### src/rtl/busrt_pkg.sv
// Shared constants and types for the bus router.
// Assumes a 32-bit address space and the fixed region map below.
package busrt_pkg;
    localparam int NSRC  = 3;
    localparam int NPORT = 4;
    localparam int AW    = 32;
    localparam int DW    = 32;

    // Source indices; a lower index has higher priority on every port.
    localparam int SRC_DATA  = 0;
    localparam int SRC_FETCH = 1;
    localparam int SRC_DEBUG = 2;

    // Port indices.
    localparam int PORT_CI  = 0;
    localparam int PORT_CD  = 1;
    localparam int PORT_SYS = 2;
    localparam int PORT_PER = 3;

    // Region boundaries.
    localparam logic [AW-1:0] CODE_END  = 32'h2000_0000;
    localparam logic [AW-1:0] INT_BASE  = 32'hE000_0000;
    localparam logic [AW-1:0] PER_BASE  = 32'hE004_0000;
    localparam logic [AW-1:0] PER_END   = 32'hE010_0000;

    localparam logic [1:0] SIZE_WORD = 2'd2;

    typedef struct packed {
        logic       hit;   // request goes to a port
        logic       err;   // request answered locally with error
        logic [1:0] port;  // target port when hit
    } route_t;
endpackage

### src/rtl/busrt_decode.sv
// Region decoder for one source.
// Maps an address to a target port, or to a local error, using the fixed map.
// IS_FETCH selects the rules for instruction fetches.
// Assumes the address is stable while the request is held.
module busrt_decode
    import busrt_pkg::*;
#(
    parameter bit IS_FETCH = 1'b0
) (
    input  logic [AW-1:0] addr,
    output route_t        route
);
    logic in_code, in_int, in_per;

    // Classify the address into regions.
    always_comb begin
        in_code = addr < CODE_END;
        in_int  = (addr >= INT_BASE) && (addr < PER_BASE);
        in_per  = (addr >= PER_BASE) && (addr < PER_END);
    end

    // Choose the target port or a local error.
    always_comb begin
        route = '{hit: 1'b1, err: 1'b0, port: 2'(PORT_SYS)};
        if (in_int) begin
            route = '{hit: 1'b0, err: 1'b1, port: 2'd0};
        end else if (in_per) begin
            if (IS_FETCH) route = '{hit: 1'b0, err: 1'b1, port: 2'd0};
            else          route = '{hit: 1'b1, err: 1'b0, port: 2'(PORT_PER)};
        end else if (in_code) begin
            route.port = IS_FETCH ? 2'(PORT_CI) : 2'(PORT_CD);
        end
    end

    // A fetch must never be steered to the peripheral port.
    always_comb begin
        assert_fetch_not_per_R8: assert (!(IS_FETCH && route.hit && route.port == 2'(PORT_PER)));
    end
endmodule

### src/rtl/busrt_arb.sv
// Fixed-priority arbiter with hold, one per port.
// The lowest set bit of want wins. The winner keeps the port until done.
// Assumes a held requester keeps its request asserted until done.
module busrt_arb #(
    parameter int N = 3
) (
    input  logic         clk,
    input  logic         rst_n,
    input  logic [N-1:0] want,
    input  logic         done,
    output logic [N-1:0] grant
);
    logic         locked_q;
    logic [N-1:0] owner_q;
    logic [N-1:0] pick;

    // Lowest-index requester wins when the port is free.
    always_comb begin
        pick = '0;
        for (int i = N - 1; i >= 0; i--) begin
            if (want[i]) pick = N'(1) << i;
        end
    end

    // Current grant: the held owner, or a fresh pick.
    always_comb grant = locked_q ? owner_q : pick;

    // Lock the port while a granted transfer is stalled.
    always_ff @(posedge clk) begin
        if (!rst_n) begin
            locked_q <= 1'b0;
            owner_q  <= '0;
        end else begin
            locked_q <= (|grant) && !done;
            owner_q  <= grant;
        end
    end

    assert_grant_onehot_R9: assert property (@(posedge clk) disable iff (!rst_n)
        $onehot0(grant));

    assert_hold_owner_R9: assert property (@(posedge clk) disable iff (!rst_n)
        ((|grant) && !done) |=> (grant == $past(grant)));
endmodule

### src/rtl/bus_router.sv
// Bus router top.
// Decodes each source, arbitrates each port, and muxes requests out and responses back.
// Assumes each source holds its request stable until it sees ready.
module bus_router
    import busrt_pkg::*;
(
    input  logic                       clk,
    input  logic                       rst_n,
    input  logic [NSRC-1:0]            src_req,
    input  logic [NSRC-1:0][AW-1:0]    src_addr,
    input  logic [NSRC-1:0]            src_write,
    input  logic [NSRC-1:0][1:0]       src_size,
    input  logic [NSRC-1:0][DW-1:0]    src_wdata,
    output logic [NSRC-1:0]            src_ready,
    output logic [NSRC-1:0]            src_err,
    output logic [NSRC-1:0][DW-1:0]    src_rdata,
    output logic [NPORT-1:0]           prt_valid,
    output logic [NPORT-1:0][AW-1:0]   prt_addr,
    output logic [NPORT-1:0]           prt_write,
    output logic [NPORT-1:0][1:0]      prt_size,
    output logic [NPORT-1:0][DW-1:0]   prt_wdata,
    input  logic [NPORT-1:0]           prt_ready,
    input  logic [NPORT-1:0][DW-1:0]   prt_rdata
);
    localparam int PER_AW = 20;

    route_t [NSRC-1:0]            route;
    logic   [NPORT-1:0][NSRC-1:0] want;
    logic   [NPORT-1:0][NSRC-1:0] grant;

    // One decoder per source; only the fetch source uses the fetch rules.
    for (genvar s = 0; s < NSRC; s++) begin : g_dec
        busrt_decode #(.IS_FETCH(s == SRC_FETCH)) u_dec (
            .addr  (src_addr[s]),
            .route (route[s])
        );
    end

    // Per-port request vectors.
    always_comb begin
        for (int p = 0; p < NPORT; p++) begin
            for (int s = 0; s < NSRC; s++) begin
                want[p][s] = src_req[s] && route[s].hit && (route[s].port == 2'(p));
            end
        end
    end

    // One arbiter per port.
    for (genvar p = 0; p < NPORT; p++) begin : g_arb
        busrt_arb #(.N(NSRC)) u_arb (
            .clk   (clk),
            .rst_n (rst_n),
            .want  (want[p]),
            .done  (prt_ready[p]),
            .grant (grant[p])
        );
    end

    // Drive each port from its granted source.
    always_comb begin
        for (int p = 0; p < NPORT; p++) begin
            prt_valid[p] = |grant[p];
            prt_addr[p]  = '0;
            prt_write[p] = 1'b0;
            prt_size[p]  = '0;
            prt_wdata[p] = '0;
            for (int s = 0; s < NSRC; s++) begin
                if (grant[p][s]) begin
                    prt_addr[p]  = src_addr[s];
                    prt_write[p] = src_write[s];
                    prt_size[p]  = src_size[s];
                    prt_wdata[p] = src_wdata[s];
                end
            end
        end
        prt_size[PORT_CI]  = SIZE_WORD;
        prt_write[PORT_CI] = 1'b0;
        prt_addr[PORT_PER] = {{(AW-PER_AW){1'b0}}, prt_addr[PORT_PER][PER_AW-1:0]};
    end

    // Return ready, error and read data to each source.
    always_comb begin
        for (int s = 0; s < NSRC; s++) begin
            src_err[s]   = src_req[s] && route[s].err;
            src_ready[s] = src_err[s];
            src_rdata[s] = '0;
            for (int p = 0; p < NPORT; p++) begin
                if (grant[p][s]) begin
                    src_ready[s] = prt_ready[p];
                    src_rdata[s] = prt_rdata[p];
                end
            end
        end
    end

    assert_no_debug_ci_R2: assert property (@(posedge clk) disable iff (!rst_n)
        prt_valid[PORT_CI] |-> !grant[PORT_CI][SRC_DEBUG]);

    for (genvar s = 0; s < NSRC; s++) begin : g_chk
        assert_err_no_port_R7: assert property (@(posedge clk) disable iff (!rst_n)
            src_err[s] |-> (grant[PORT_CI][s] == 1'b0 && grant[PORT_CD][s] == 1'b0 &&
                            grant[PORT_SYS][s] == 1'b0 && grant[PORT_PER][s] == 1'b0));

        assert_loser_waits_R9: assert property (@(posedge clk) disable iff (!rst_n)
            (src_req[s] && !src_err[s] && !grant[route[s].port][s]) |-> !src_ready[s]);
    end
endmodule

### config.mk
export PLATFORM = sky130hd
export DESIGN_NAME = bus_router
export DESIGN_NICKNAME = d
export VERILOG_FILES = /design/src/rtl/busrt_pkg.sv /design/src/rtl/busrt_decode.sv /design/src/rtl/busrt_arb.sv /design/src/rtl/bus_router.sv
export SDC_FILE = /design/constraint.sdc
export NUM_CORES = 1
export LEC_CHECK = 0
export BUFFER_PORTS_ARGS = -buffer_cell sky130_fd_sc_hd__buf_2
export CAP_MARGIN = 20
export CORE_AREA = 2 2 275 277
export DETAILED_ROUTE_END_ITERATION = 12
export DIE_AREA = 0 0 277 279
export MAX_ROUTING_LAYER = met4
export SYNTH_ARGS = -nofsm -noshare
export SYNTH_HDL_FRONTEND = slang
export SYNTH_HIERARCHICAL = 1
export SYNTH_SLANG_ARGS = --single-unit
### constraint.sdc
create_clock -name clk -period 6.8 [get_ports clk]
set_input_delay 1.36 -clock clk [delete_from_list [all_inputs] [get_ports clk]]
set_output_delay 1.36 -clock clk [all_outputs]
set_load 0.005 [all_outputs]
==> reports/metrics.csv <==
stage;metric;value;unit
grt;grt-ovfl-total;0;
detailed_routing;ant_nets;0;
clock_tree;cts_max_level;1;
logic_synthesis;synth_xor_area_frac;0;
final_layout;final-instance-count-excl-fill;3052;
timing;rsz0062_at_grt;false;
power_and_ir_drop;irDropWorstVdd;73.3;uV
status;status;complete, no violations;
final_layout;layout-drive-gt1-share;0.384;
die;die_h;279;um
clock_tree;cts.sinks;16;
timing;fin_setup_tns;0;ps
logic_synthesis;yosys_register_bits;16;
clock_tree;postCtsSetupRepairBufs;0;
grt;grt_use_total;0.178;
clock_tree;cts_resized;0;
final_layout;nNetsFinal;2400;
timing;clock_skew;0.608;ps
logic_synthesis;synth_largest_area_cell;a22oi_1;
logic_synthesis;synth_most_common_cell;nand2_1;
power_and_ir_drop;p_per_area;80.1;mW/mm^2
logic_synthesis;ys_async_sr_fraction;0;
placement;dpl.cell_count;3026;
worst_setup_path;crit_required;5440;ps
grt;grt_pass1_wl;100000;um
timing;hold_viol;0;
logic_synthesis;synth_top_family_by_area;compound AO/OA/AOI/OAI gates;
timing;drv_slew;0;
logic_synthesis;syn_area_per_cell;6.04;um^2
timing;relSlewSlack;0.476;
clock_tree;clockBufferDepth;2;
clock_tree;cts.clk_slew.worst_paths;50;ps
grt;grt_start_max_net_pins;131;
clock_tree;clk-insertion-delay-late;240;ps
grt;grt_pass1_vias;13900;
timing;fin_crit_sh;0.942;
clock_tree;hold_buffers;0;
final_layout;fillers;8629;
die;coreArea;0.0741;mm^2
grt;antenna_found_initial;33;
final_layout;multi_input_area;0.00779;mm^2
worst_setup_path;end_kind;output pin;
die;rows;100;
logic_synthesis;yosysSeqAreaShare;0.0354;
detailed_routing;avgViaCountPerCell;4.95;
logic_synthesis;synthSimpleGateAreaFrac;0.292;
detailed_routing;routedWlPerCell;23.5;um
die;dieArea;0.0773;mm^2
clock_tree;cts_buffers;3;
logic_synthesis;ys_types;42;
power_and_ir_drop;power.total;1.09;mW
logic_synthesis;synthAdderAreaFrac;0;
placement;gp_routability_congestion;0.971;
detailed_routing;drtIter0Drc;1322;
logic_synthesis;synth_edf_count;0;
worst_setup_path;worst-r2r-setup-slack;5330;ps
logic_synthesis;synth_warnings;6;
placement;hpwl;57500;um
worst_setup_path;critPathMaxFanout;23;
timing;setup_viol;0;
logic_synthesis;synth-compound-area-share;0.545;
detailed_routing;first_pass_iters;6;
flow_run;drv_cap;0;
hold_path;hold_path.class;reg -> reg;
logic_synthesis;synth_area_leaders;a22oi_1 (21%), nand2_1 (15%), o21ai_0 (12%);
detailed_routing;finalWirelength;71800;um
detailed_routing;remaining_drc_errors;0;
placement;io_buffers;696;
timing;worstMarginPinSlew;784;ps
worst_setup_path;crit_type;in -> out;
die;fp.dieW;277;um
worst_setup_path;crit_path_start_kind;primary input;
final_layout;areaGrowthSynthToFinish;49.8;%
timing;min_period;6410;ps
clock_tree;root_buffer;clkbuf_16;
die;io_pins;712;
logic_synthesis;ys.flop_type;dfxtp_1;
clock_tree;cts_tree;done;
power_and_ir_drop;leakagePower;5.62;nW
logic_synthesis;muxShareOfSynthArea;0.00871;
logic_synthesis;synth_top_area_frac;0.210;
logic_synthesis;synthCells;1497;
worst_setup_path;worstPathArrival;5050;ps
logic_synthesis;yosys-top-cells-count;nand2_1 (365), a22oi_1 (253), o21ai_0 (211), nor2b_1 (90), o31ai_1 (88);
timing;fmax;156;MHz
die;start_util;0.122;
detailed_routing;num_vias;15100;
final_layout;regArea;320;um^2
logic_synthesis;syn_area;0.00905;mm^2
flip-flops by register name, summed over array words and instances (netlist names):
name and count:
g_arb.u_arb/owner_q 12, g_arb.u_arb/locked_q 4
cell usage in the layout (no fill, tap or decap), types with 7 or more instances in the layout:
cell / n
a21oi_1: 12
a221o_1: 8
a221oi_1: 87
a22o_1: 9
a22oi_1: 253
and2_1: 7
buf_12: 17
buf_2: 696
buf_4: 32
conb_1: 16
dfxtp_1: 16
diode_2: 23
inv_1: 9
mux2_2: 7
nand2_1: 357
nand2_4: 8
nor2_1: 14
nor2b_1: 88
nor3_1: 9
nor4b_2: 7
o21ai_0: 211
o21ai_1: 45
o31ai_1: 88
worst paths after layout:
| path | start | end | depth (start not counted) |
|---|---|---|---|
| hold reg to reg | g_arb[3].u_arb/owner_q[1] | g_arb[3].u_arb/owner_q[1] | 2 |
| hold / removal | g_arb[3].u_arb/owner_q[1] | g_arb[3].u_arb/owner_q[1] | 2 |
| setup reg to reg | g_arb[2].u_arb/locked_q | g_arb[2].u_arb/owner_q[0] | 3 |
| setup / recovery | src_addr[27] | prt_wdata[29] | 12 |
power by group:
part / internal [mW] / switching, mW / total (mW)
logic: 0.347 / 0.527 / 0.874
registers: 0.0968 / 0.00280 / 0.0996
clock network: 0.0771 / 0.0354 / 0.113
total: 0.521 / 0.565 / 1.09
layer usage:
layer	track usage	up-vias	wire length, um
met5	-	-	0
met4	0.0720	0	3760
met3	0.0480	193	6890
met2	0.297	1097	33600
met1	0.200	7020	27500
li1	-	6806	-
cells by family after synthesis:
family	Yosys count
and+or+nand+nor	539
other	3
AOI/OAI and AO/OA	725
DFF	16
buffers and inverters	207
muxes	7
worst max-delay path, stage by stage:
cell and delay, ps:
buf_2 150, or4b_4 560, nor4b_4 340, nor2_1 140
nor3_1 370, mux2_2 420, nor2b_4 390, buf_12 210
buf_12 190, a22oi_1 80, o21ai_0 550, buf_2 230
final cells by class:
class,instances,area share
inverter,9,0.00249
sequential,16,0.0236
tap,969,0.0894
clock buffer,3,0.00554
timing repair buffer,745,0.300
antenna,23,0.00425
multi-input combinational,1287,0.575
metrics by stage:
stage | utilization | cell area (um^2) | setup slack [ps] | hold slack [ps]
global placement | 0.181 | 13400 | 440 | 547
CTS | 0.182 | 13500 | 414 | 561
detailed placement | 0.181 | 13400 | 435 | 554
floorplan | - | 9100 | 1540 | 472
global route | 0.183 | 13500 | 242 | 585
finish | 0.183 | 13600 | 392 | 554
(Power assumes the default switching activity.)
